<file path="src/rtl/rsp_rx_pkg.sv">
package rsp_rx_pkg;

   typedef enum logic [1:0] {
      KIND_OCR  = 2'd0,
      KIND_FIO  = 2'd1,
      KIND_IRQ  = 2'd2
   } rsp_kind_e;

   typedef enum logic [1:0] {
      ST_IDLE  = 2'd0,
      ST_WAIT  = 2'd1,
      ST_SHIFT = 2'd2
   } rx_state_e;

   // Shape selector: 0 -> OCR, 1 -> fast I/O, 2 and 3 -> interrupt
   function automatic rsp_kind_e decode_kind(input logic [1:0] sel);
      case (sel)
         2'd0:    return KIND_OCR;
         2'd1:    return KIND_FIO;
         default: return KIND_IRQ;
      endcase
   endfunction

endpackage

</file>
<file path="src/rtl/rsp_rx_sync.sv">
module rsp_rx_sync #(
   parameter int STAGES = 2
) (
   input  logic clk,
   input  logic rst_n,
   input  logic din,
   output logic dout
);

   generate
      if (STAGES == 0) begin : g_direct
         assign dout = din;
      end else begin : g_chain
         logic [STAGES-1:0] q;
         for (genvar i = 0; i < STAGES; i++) begin : g_stage
            if (i == 0) begin : g_head
               always_ff @(posedge clk or negedge rst_n) begin
                  if (!rst_n) q[0] <= 1'b1;
                  else        q[0] <= din;
               end
            end else begin : g_tail
               always_ff @(posedge clk or negedge rst_n) begin
                  if (!rst_n) q[i] <= 1'b1;
                  else        q[i] <= q[i-1];
               end
            end
         end
         assign dout = q[STAGES-1];
      end
   endgenerate

endmodule

</file>
<file path="src/rtl/rsp_rx_crc.sv">
module rsp_rx_crc #(
   parameter int           W    = 7,
   parameter logic [W-1:0] POLY = 7'h09
) (
   input  logic         clk,
   input  logic         rst_n,
   input  logic         clr,
   input  logic         en,
   input  logic         din,
   output logic [W-1:0] crc
);

   logic [W-1:0] base;
   logic [W-1:0] nxt;
   logic         fb;

   assign base = clr ? '0 : crc;
   assign fb   = din ^ base[W-1];

   generate
      for (genvar i = 0; i < W; i++) begin : g_tap
         if (i == 0) begin : g_lsb
            assign nxt[0] = POLY[0] & fb;
         end else begin : g_mid
            assign nxt[i] = base[i-1] ^ (POLY[i] & fb);
         end
      end
   endgenerate

   always_ff @(posedge clk or negedge rst_n) begin
      if (!rst_n)   crc <= '0;
      else if (en)  crc <= nxt;
      else if (clr) crc <= '0;
   end

endmodule

</file>
<file path="src/rtl/rsp_rx_ctrl.sv">
module rsp_rx_ctrl
   import rsp_rx_pkg::*;
#(
   parameter int TOKEN_W  = 48,
   parameter int CRC_SPAN = 40,
   parameter int TO_W     = 16
) (
   input  logic               clk,
   input  logic               rst_n,
   input  logic               arm,
   input  logic               line,
   input  logic [TO_W-1:0]    to_lim,
   output logic               busy,
   output logic               accept,
   output logic               crc_clr,
   output logic               crc_en,
   output logic               done,
   output logic               timeout,
   output logic [TOKEN_W-1:0] token
);

   localparam int CNT_W = $clog2(TOKEN_W + 1);

   rx_state_e          st_q, st_d;
   logic [CNT_W-1:0]   bit_q;
   logic [TO_W-1:0]    wait_q;
   logic [TOKEN_W-2:0] sr_q;
   logic               start_hit, in_shift, take;

   assign start_hit = (st_q == ST_WAIT) && !line;
   assign in_shift  = (st_q == ST_SHIFT);
   assign take      = start_hit || in_shift;
   assign done      = in_shift && (bit_q == CNT_W'(TOKEN_W - 1));
   assign timeout   = (st_q == ST_WAIT) && line && (to_lim != '0)
                      && (wait_q == to_lim - 1'b1);
   assign accept    = (st_q == ST_IDLE) && arm;
   assign crc_clr   = start_hit;
   assign crc_en    = take && (bit_q < CNT_W'(CRC_SPAN));
   assign token     = {sr_q, line};
   assign busy      = (st_q != ST_IDLE);

   always_comb begin
      st_d = st_q;
      case (st_q)
         ST_IDLE:  if (arm) st_d = ST_WAIT;
         ST_WAIT: begin
            if (start_hit)    st_d = ST_SHIFT;
            else if (timeout) st_d = ST_IDLE;
         end
         ST_SHIFT: if (done) st_d = ST_IDLE;
         default:  st_d = ST_IDLE;
      endcase
   end

   always_ff @(posedge clk or negedge rst_n) begin
      if (!rst_n) begin
         st_q   <= ST_IDLE;
         bit_q  <= '0;
         wait_q <= '0;
         sr_q   <= '0;
      end else begin
         st_q <= st_d;
         if (accept) begin
            bit_q  <= '0;
            wait_q <= '0;
         end
         if (take) begin
            sr_q  <= {sr_q[TOKEN_W-3:0], line};
            bit_q <= bit_q + 1'b1;
         end
         if ((st_q == ST_WAIT) && line) wait_q <= wait_q + 1'b1;
      end
   end

endmodule

</file>
<file path="src/rtl/rsp_rx_fields.sv">
module rsp_rx_fields
   import rsp_rx_pkg::*;
#(
   parameter int IDX_W      = 6,
   parameter int ARG_W      = 32,
   parameter int CRC_W      = 7,
   parameter int IDX_FIO    = 39,
   parameter int IDX_IRQ    = 40,
   parameter bit RSVD_CHECK = 1'b1,
   localparam int TOKEN_W   = 3 + IDX_W + ARG_W + CRC_W
) (
   input  logic [TOKEN_W-1:0] token,
   input  rsp_kind_e          kind,
   input  logic [CRC_W-1:0]   crc_calc,
   output logic [IDX_W-1:0]   idx,
   output logic [ARG_W-1:0]   arg,
   output logic               frame_bad,
   output logic               idx_bad,
   output logic               crc_bad
);

   localparam int CRC_LSB   = 1;
   localparam int ARG_LSB   = CRC_LSB + CRC_W;
   localparam int IDX_LSB   = ARG_LSB + ARG_W;
   localparam int DIR_POS   = IDX_LSB + IDX_W;
   localparam int START_POS = DIR_POS + 1;

   logic [CRC_W-1:0] trailer;
   logic [IDX_W-1:0] idx_ref;
   logic             base_bad, rsvd_bad;

   assign idx      = token[IDX_LSB +: IDX_W];
   assign arg      = token[ARG_LSB +: ARG_W];
   assign trailer  = token[CRC_LSB +: CRC_W];
   assign base_bad = token[START_POS] | token[DIR_POS] | ~token[0];

   generate
      if (RSVD_CHECK) begin : g_rsvd_on
         assign rsvd_bad = (kind == KIND_OCR) && (trailer != '1);
      end else begin : g_rsvd_off
         assign rsvd_bad = 1'b0;
      end
   endgenerate

   always_comb begin
      case (kind)
         KIND_OCR: idx_ref = '1;
         KIND_FIO: idx_ref = IDX_W'(IDX_FIO);
         default:  idx_ref = IDX_W'(IDX_IRQ);
      endcase
   end

   assign frame_bad = base_bad | rsvd_bad;
   assign idx_bad   = (idx != idx_ref);
   assign crc_bad   = (kind != KIND_OCR) && (trailer != crc_calc);

endmodule

</file>
<file path="src/rtl/rsp_token_rx.sv">
module rsp_token_rx
   import rsp_rx_pkg::*;
#(
   parameter int               IDX_W       = 6,
   parameter int               ARG_W       = 32,
   parameter int               CRC_W       = 7,
   parameter logic [CRC_W-1:0] CRC_POLY    = 7'h09,
   parameter int               TO_W        = 16,
   parameter int               SYNC_STAGES = 2,
   parameter int               IDX_FIO     = 39,
   parameter int               IDX_IRQ     = 40,
   parameter bit               RSVD_CHECK  = 1'b1
) (
   input  logic             clk,
   input  logic             rst_n,
   input  logic             arm,
   input  logic [1:0]       exp_type,
   input  logic [TO_W-1:0]  to_lim,
   input  logic             cmd_line,
   output logic             busy,
   output logic             rsp_valid,
   output logic [IDX_W-1:0] rsp_index,
   output logic [ARG_W-1:0] rsp_arg,
   output logic             crc_err,
   output logic             frame_err,
   output logic             idx_err,
   output logic             no_rsp
);

   localparam int TOKEN_W  = 3 + IDX_W + ARG_W + CRC_W;
   localparam int CRC_SPAN = TOKEN_W - CRC_W - 1;

   generate
      if (CRC_POLY[0] != 1'b1) begin : g_bad_poly
         $error("CRC polynomial must have its constant term set");
      end
      if (SYNC_STAGES < 0 || SYNC_STAGES > 4) begin : g_bad_sync
         $error("SYNC_STAGES must be within 0..4");
      end
      if (TO_W < 1 || TO_W > 32) begin : g_bad_to
         $error("TO_W must be within 1..32");
      end
      if (IDX_FIO >= (1 << IDX_W) || IDX_IRQ >= (1 << IDX_W)) begin : g_bad_idx
         $error("Index constants must fit IDX_W bits");
      end
   endgenerate

   logic               line_s;
   logic               accept, crc_clr, crc_en, done, timeout;
   logic [TOKEN_W-1:0] token;
   logic [CRC_W-1:0]   crc_calc;
   rsp_kind_e          typ_q;
   logic [IDX_W-1:0]   f_idx;
   logic [ARG_W-1:0]   f_arg;
   logic               f_frame, f_idx_bad, f_crc;

   rsp_rx_sync #(.STAGES(SYNC_STAGES)) sync_i (
      .clk  (clk),
      .rst_n(rst_n),
      .din  (cmd_line),
      .dout (line_s)
   );

   rsp_rx_ctrl #(
      .TOKEN_W (TOKEN_W),
      .CRC_SPAN(CRC_SPAN),
      .TO_W    (TO_W)
   ) ctrl_i (
      .clk    (clk),
      .rst_n  (rst_n),
      .arm    (arm),
      .line   (line_s),
      .to_lim (to_lim),
      .busy   (busy),
      .accept (accept),
      .crc_clr(crc_clr),
      .crc_en (crc_en),
      .done   (done),
      .timeout(timeout),
      .token  (token)
   );

   rsp_rx_crc #(.W(CRC_W), .POLY(CRC_POLY)) crc_i (
      .clk  (clk),
      .rst_n(rst_n),
      .clr  (crc_clr),
      .en   (crc_en),
      .din  (line_s),
      .crc  (crc_calc)
   );

   rsp_rx_fields #(
      .IDX_W     (IDX_W),
      .ARG_W     (ARG_W),
      .CRC_W     (CRC_W),
      .IDX_FIO   (IDX_FIO),
      .IDX_IRQ   (IDX_IRQ),
      .RSVD_CHECK(RSVD_CHECK)
   ) fields_i (
      .token    (token),
      .kind     (typ_q),
      .crc_calc (crc_calc),
      .idx      (f_idx),
      .arg      (f_arg),
      .frame_bad(f_frame),
      .idx_bad  (f_idx_bad),
      .crc_bad  (f_crc)
   );

   always_ff @(posedge clk or negedge rst_n) begin
      if (!rst_n) begin
         typ_q     <= KIND_OCR;
         rsp_valid <= 1'b0;
         no_rsp    <= 1'b0;
         rsp_index <= '0;
         rsp_arg   <= '0;
         crc_err   <= 1'b0;
         frame_err <= 1'b0;
         idx_err   <= 1'b0;
      end else begin
         if (accept) typ_q <= decode_kind(exp_type);
         rsp_valid <= done;
         no_rsp    <= timeout;
         crc_err   <= done & f_crc;
         frame_err <= done & f_frame;
         idx_err   <= done & f_idx_bad;
         if (done) begin
            rsp_index <= f_idx;
            rsp_arg   <= f_arg;
         end
      end
   end

endmodule

</file>
<file path="config.mk">
export PLATFORM = sky130hd
export DESIGN_NAME = rsp_token_rx
export DESIGN_NICKNAME = d
export VERILOG_FILES = /design/src/rtl/rsp_rx_pkg.sv /design/src/rtl/rsp_rx_sync.sv /design/src/rtl/rsp_rx_crc.sv /design/src/rtl/rsp_rx_ctrl.sv /design/src/rtl/rsp_rx_fields.sv /design/src/rtl/rsp_token_rx.sv
export SDC_FILE = /design/constraint.sdc
export NUM_CORES = 1
export LEC_CHECK = 0
export CAP_MARGIN = 20
export CORE_MARGIN = 2
export CORE_UTILIZATION = 60
export DETAILED_ROUTE_END_ITERATION = 6
export MAX_ROUTING_LAYER = met4
export PLACE_DENSITY = 0.85
export SLEW_MARGIN = 20
export SYNTH_ARGS = -nofsm -noshare
export SYNTH_HDL_FRONTEND = slang
export SYNTH_SLANG_ARGS = --single-unit
</file>
<file path="constraint.sdc">
create_clock -name clk -period 4.05 [get_ports clk]
set_input_delay 1.0125 -clock clk [delete_from_list [all_inputs] [get_ports clk]]
set_output_delay 1.0125 -clock clk [all_outputs]
set_load 0.02 [all_outputs]
</file>
==> results of run 1 <==
-- synth_stat cells (all sizes together), types with 2 or more instances --
cell type and instances:
a21oi 18, a31oi 5, and2 2, and3 3
and4 3, buf 7, clkbuf 18, dfrtp 123
dfstp 2, ha 4, inv 6, mux2 39
mux2i 3, nand2 168, nand2b 6, nand3 16
nand4 8, nor2 22, nor2b 6, nor3 8
nor3b 2, nor4 5, nor4b 2, o211ai 2
o21ai 37, o22ai 4, o31ai 6, o32ai 2
o41ai 2, or2 2, or3 4, or4 2
xnor2 18, xor2 8
-- layout by cell type (no fill, tap or decap), types with 8 or more instances in the layout --
master           Yosys  layout
dfrtp_1            123     123
xor2_1               8       8
clkbuf_16            0      16
xnor2_1             18      18
a21oi_1             18      18
nand2_1            168     168
nor3_1               8       8
nand4_1              8       8
clkdlybuf4s50_1      0      64
nand3_1             16      16
o21ai_0             35      34
mux2_2              39      39
nor2_1              22      21
-- per-stage QoR --
step                      hold slack, ns  instance area (sq um)
after floorplan                    0.345                   5680
after global placement             0.346                   6430
after detailed placement           0.347                   6430
after CTS                          0.356                   7030
after global routing               0.359                   7030
final                              0.354                   7030
-- layout make-up --
type	count	area (sq um)	share of cell area, %
clock inverter	13	165	2.35
clock buffer	19	432	6.14
tap	111	139	1.98
sequential	125	3130	44.6
timing repair buffer	68	683	9.72
inverter	6	22.5	0.321
multi-input combinational	416	2450	34.9
-- power by group through the flow --
stage / clock network, uW / registers, uW / logic [uW]
after floorplan: 0 / 1690 / 679
after global placement: 0 / 1750 / 865
after detailed placement: 0 / 1770 / 922
after CTS: 1530 / 1760 / 943
after global routing: 1590 / 1800 / 1060
final: 1520 / 1770 / 943
-- worst max-delay path by stage --
stage,slack [ns],cells after the start,end
final,0.69,8,ctrl_i.st_q[0]
after global routing,0.60,8,ctrl_i.st_q[0]
after CTS,0.73,8,ctrl_i.st_q[0]
after detailed placement,0.23,8,ctrl_i.st_q[0]
after global placement,0.27,8,ctrl_i.st_q[0]
after floorplan,0.88,7,ctrl_i.st_q[0]
-- metal layers --
| metal | vias to the layer above | routed length (um) |
|---|---|---|
| li1 | 2085 | - |
| met1 | 2201 | 5400 |
| met2 | 144 | 6280 |
| met3 | 22 | 551 |
| met4 | 0 | 198 |
| met5 | - | 0 |
-- sequential cells by signal, summed over array words and instances (netlist names) --
register          cells
ctrl_i.st_q           2
ctrl_i.sr_q          47
crc_err               1
idx_err               1
crc_i.crc             7
typ_q                 2
sync_i.dout           1
sync_i.g_chain.q      1
rsp_arg              32
no_rsp                1
ctrl_i.bit_q          6
rsp_index             6
frame_err             1
rsp_valid             1
ctrl_i.wait_q        16
-- logic make-up (layout without fill, tap and decap cells) --
logic type / count (synthesis) / count (layout) / share of synthesized area [%]
compound gates: 83 / 83 / 8.70
fa+ha+maj: 4 / 4 / 0.881
mux: 42 / 42 / 8.26
buf+inv: 31 / 106 / 2.05
flops: 125 / 125 / 55.1
simple gates: 261 / 261 / 21.0
xor+xnor: 26 / 26 / 4.01
==> out/qor.yml, run 1 <==
status:
  status: "finished, final reports clean"
yosys:
  async_reset_ff_share_pct: 100
  ys.flop_type: "dfrtp_1"
  seq_area_frac_synth_pct: 55.1
  ys_seq_elements: 125
  synth_top_area_cell: "dfrtp_1"
  ys_warn_count: 0
  syn_avg_cell_area_sq_um: 9.93
  synth_edf_count: 0
  synthTopCellsByArea: "dfrtp_1, nand2_1, mux2_2"
  synth_top_cell_area_share_pct: 54.2
  synthCells: 572
  syn_nets: 598
  yosysUniqueCellTypes: 48
  synthesis.area_sq_um: 5680
grt:
  grt_pass1_vias: 4293
  grt_overflow_total: 0
  antenna_found_initial: 0
  grt_pass1_wl_um: 20800
  grt_max_degree: 65
  use_met1_pct: 34.8
  use_met3_pct: 5.31
  grtUsageTotal_pct: 26.8
  grt.busiest_layer: "met2"
  grt.met2_usage_pct: 42.5
clocking:
  cts-root-buf: "clkbuf_8"
  hold_buffers: 0
  cts_setup_buffers: 0
  cts_tree: "yes"
  numCtsBuffers: 17
  h-tree-depth: 4
  cts_sinks: 125
  clk_pin_slew_ns: 0.06
  cts.repair.resized: 0
  cts_max_path_buffers: 2
  clk_latency_ns: 0.51
placement:
  place.detailed.hpwl_um: 8050
  dp_cells: 726
  gp_congestion: 0.894
  portBuffers: 65
  pre_cts_slack_ns: 0.232
power:
  irDropWorstVdd_mv: 0.383
  p_leak_uw: 0.00329
  p_comb_share_pct: 22.3
  swShare_pct: 34.2
  p_sw_uw: 1450
  p_int_uw: 2790
  clockPowerShare_pct: 35.9
  seq_power_share_pct: 41.8
  power_uw: 4230
  powerDensity_nw_per_um2: 602
critical_path:
  r2r_slack_ns: 1.42
  endpoint_kind: "register"
  reg2reg_depth: 7
  path_delay_family: "simple AND/OR/NAND/NOR gates"
  r2r_start: "sync_i.dout"
  crit_path_start_kind: "primary input"
  critPathLaunch: "to_lim[6]"
  cp.arrival_ns: 3.73
  cp_data_required_time_ns: 4.42
  slowest_stage: "or4_4"
  timing.rr.end: "ctrl_i.st_q[0]"
  worstSetupPathType: "in -> reg"
  crit_buf_inv: 1
  worstPathCellList: "clkdlybuf4s50_1 -> or4_4 -> or3_4 -> nor4_4 -> xnor2_1 -> or4_4 -> nor4_4 -> o21ai_2"
  worstPathMaxFanout: 6
  slowest_delay_ns: 0.58
sta:
  timing.final.ws_setup_ns: 0.691
  period_share_pct: 82.9
  worstMarginPinSlew_ns: 0.973
  fin_setup_tns_ns: 0
  hold_viol: 0
  slew_viol_final: 0
  max_freq_ghz: 0.298
  post-route-min-period_ns: 3.36
  relSlewSlack_pct: 35.1
  setup_viol: 0
  rsz0062_at_grt: "false"
  skew_ns: 0.00847
worst_hold_path:
  hold_end: "sync_i.dout"
  hp-start: "sync_i.g_chain.q[0]"
  min_path_type: "reg -> reg"
  holdPathStages: 0
floorplanning:
  rows: 35
  die_w_um: 101
  start_util_pct: 61.8
  core_sq_um: 9200
  io_pins: 66
  die_area_sq_um: 10300
  dieHeight_um: 101
routing:
  wl_per_cell_um: 16.4
  viasPerCell: 5.87
  ant_nets: 0
  first_pass_iters: 5
  drtIter0Drc: 301
  vias: 4452
  routed_wirelength_um: 12400
  drc: 0
cells_and_area:
  drive_above_1_share_pct: 13.6
  fin_util_pct: 76.4
  fillCellCount: 597
  nets: 660
  instances_no_fill: 758
  n_antenna_cell: 0
  syn_to_final_growth_pct: 23.7
run:
  maxCapViolCount: 0
Note: power is estimated with default switching activity, not from simulation.
==> run 2, diff against run 1 <==
CORE_UTILIZATION = 51   (was 60)
PLACE_DENSITY = 0.77   (was 0.85)
clock period = 3.05 ns   (was 4.05 ns; I/O delays follow)
==> out/qor.yml, run 2 (synthesized netlist as in run 1, its figures left out) <==
status:
  status: "finished, final reports clean"
critical_path:
  r2r_slack_ns: 0.76
  worstSetupPathType: "in -> reg"
  slowest_delay_ns: 0.56
  cp_data_required_time_ns: 3.43
  worstPathCellList: "clkdlybuf4s50_1 -> or4_4 -> or3_4 -> nor4_4 -> xnor2_1 -> or4_4 -> nor4_4 -> o21ai_2"
  worstPathMaxFanout: 2
  timing.rr.end: "ctrl_i.st_q[0]"
  reg2reg_depth: 7
  cp.arrival_ns: 3.27
  endpoint_kind: "register"
  slowest_stage: "or4_4"
  critPathLaunch: "to_lim[7]"
  crit_path_start_kind: "primary input"
  r2r_start: "sync_i.dout"
routing:
  viasPerCell: 5.60
  drtIter0Drc: 320
  drc: 0
  vias: 4532
  first_pass_iters: 5
  routed_wirelength_um: 12700
  ant_nets: 0
  wl_per_cell_um: 15.7
clocking:
  cts_tree: "yes"
  numCtsBuffers: 17
  cts_setup_buffers: 0
  cts.repair.resized: 0
  hold_buffers: 0
  h-tree-depth: 4
  clk_pin_slew_ns: 0.06
  cts_sinks: 125
  clk_latency_ns: 0.51
  cts_max_path_buffers: 2
  cts-root-buf: "clkbuf_8"
sta:
  post-route-min-period_ns: 2.89
  rsz0062_at_grt: "false"
  setup_viol: 0
  max_freq_ghz: 0.346
  skew_ns: 0.00867
  fin_setup_tns_ns: 0
  relSlewSlack_pct: 57.0
  period_share_pct: 94.7
  slew_viol_final: 0
  hold_viol: 0
  holdWs_ns: 0.186
  worstMarginPinSlew_ns: 0.643
power:
  p_sw_uw: 1920
  p_leak_uw: 0.00340
  powerDensity_nw_per_um2: 773
  power_uw: 5580
  p_int_uw: 3660
  swShare_pct: 34.4
  p_comb_share_pct: 23.3
  irDropWorstVdd_mv: 0.461
  seq_power_share_pct: 42.0
  clockPowerShare_pct: 34.8
cells_and_area:
  final_cell_mix: "nand2_1, dfrtp_1, clkdlybuf4s50_1, mux2_2, o21ai_0"
  nets: 682
  largest_reg_flops: 47
  seqCellArea_sq_um: 3130
  n_antenna_cell: 0
  syn_to_final_growth_pct: 27.2
  fillCellCount: 806
  fin_util_pct: 66.6
  reg.largest.list: "ctrl_i.sr_q: 47 flops, rsp_arg: 32 flops, ctrl_i.wait_q: 16 flops"
  multi_input_area_sq_um: 2450
  regMostFlops: "ctrl_i.sr_q"
  final_common_cell: "nand2_1"
  drive_above_1_share_pct: 16.6
floorplanning:
  dieHeight_um: 110
  start_util_pct: 52.4
  die_w_um: 110
  rows: 38
  die_area_sq_um: 12000
  io_pins: 66
  core_sq_um: 10800
grt:
  grt_max_degree: 60
  grt_pass1_vias: 4513
  antenna_found_initial: 0
  grtUsageTotal_pct: 23.6
  grt_overflow_total: 0
  grt_pass1_wl_um: 21400
worst_hold_path:
  min_path_type: "in -> async"
run:
  maxCapViolCount: 0
placement:
  place.detailed.hpwl_um: 8280
  gp_congestion: 0.927
  portBuffers: 65
==> run 2: cell count changes in the layout (fill, tap and decap cells not counted), sizes merged <==
cell / previous run / this run
clkinvlp: 4 / 2
bufinv: 3 / 2
clkinv: 4 / 7
buf: 4 / 26
==> run 2: critical path, delay by kind of cell <==
family                 cells  cell delay (ns)
AND/OR/NAND/NOR            5             1.93
AO/OA/AOI/OAI              1             0.07
XOR/XNOR                   1             0.10
buffers and inverters      1             0.42
==> run 2: cell type report <==
cell class	instances	share of cell area, %
Timing Repair Buffer	90	11.9
Clock inverter	13	1.92
Multi-Input combinational cell	416	34.0
Tap cell	140	2.43
Sequential cell	125	43.3
Inverter	6	0.312
Clock buffer	19	6.11
==> run 2: worst max-delay path by stage <==
stage / endpoint
6_report: ctrl_i.st_q[0]
3_3_place_gp: ctrl_i.st_q[0]
4_1_cts: ctrl_i.st_q[0]
2_1_floorplan: ctrl_i.st_q[0]
3_5_place_dp: ctrl_i.st_q[0]
5_1_grt: ctrl_i.st_q[0]
==> run 2: power groups by stage <==
stage                     sequential (uW)  clock (uW)  combinational (uW)
after floorplan                      2250           0                 901
after global placement               2330           0                1190
after detailed placement             2350           0                1270
after CTS                            2340        1970                1300
after global routing                 2390        2060                1460
final                                2340        1940                1300
==> run 2: per-layer routing <==
metal | track usage (%) | vias up | part of all wire [%]
met4 | 7.87 | 0 | 1.5
li1 | - | 2126 | -
met2 | 38.5 | 151 | 51
met3 | 4.80 | 23 | 4.6
met5 | - | - | 0
met1 | 29.5 | 2232 | 43
==> run 2: per-stage QoR <==
step	cell area [sq um]	std cells	setup WS (ns)
final	7220	809	0.161
after floorplan	5680	572	0.127
after global routing	7220	809	0.0810
after detailed placement	6640	777	-0.358
after global placement	6640	777	-0.328
after CTS	7220	809	0.181
==> run 3, diff against run 2 <==
CAP_MARGIN = default   (was 20)
==> results of run 3 <==
Same layout as run 2: the final DEF is identical, and so are final timing and power.
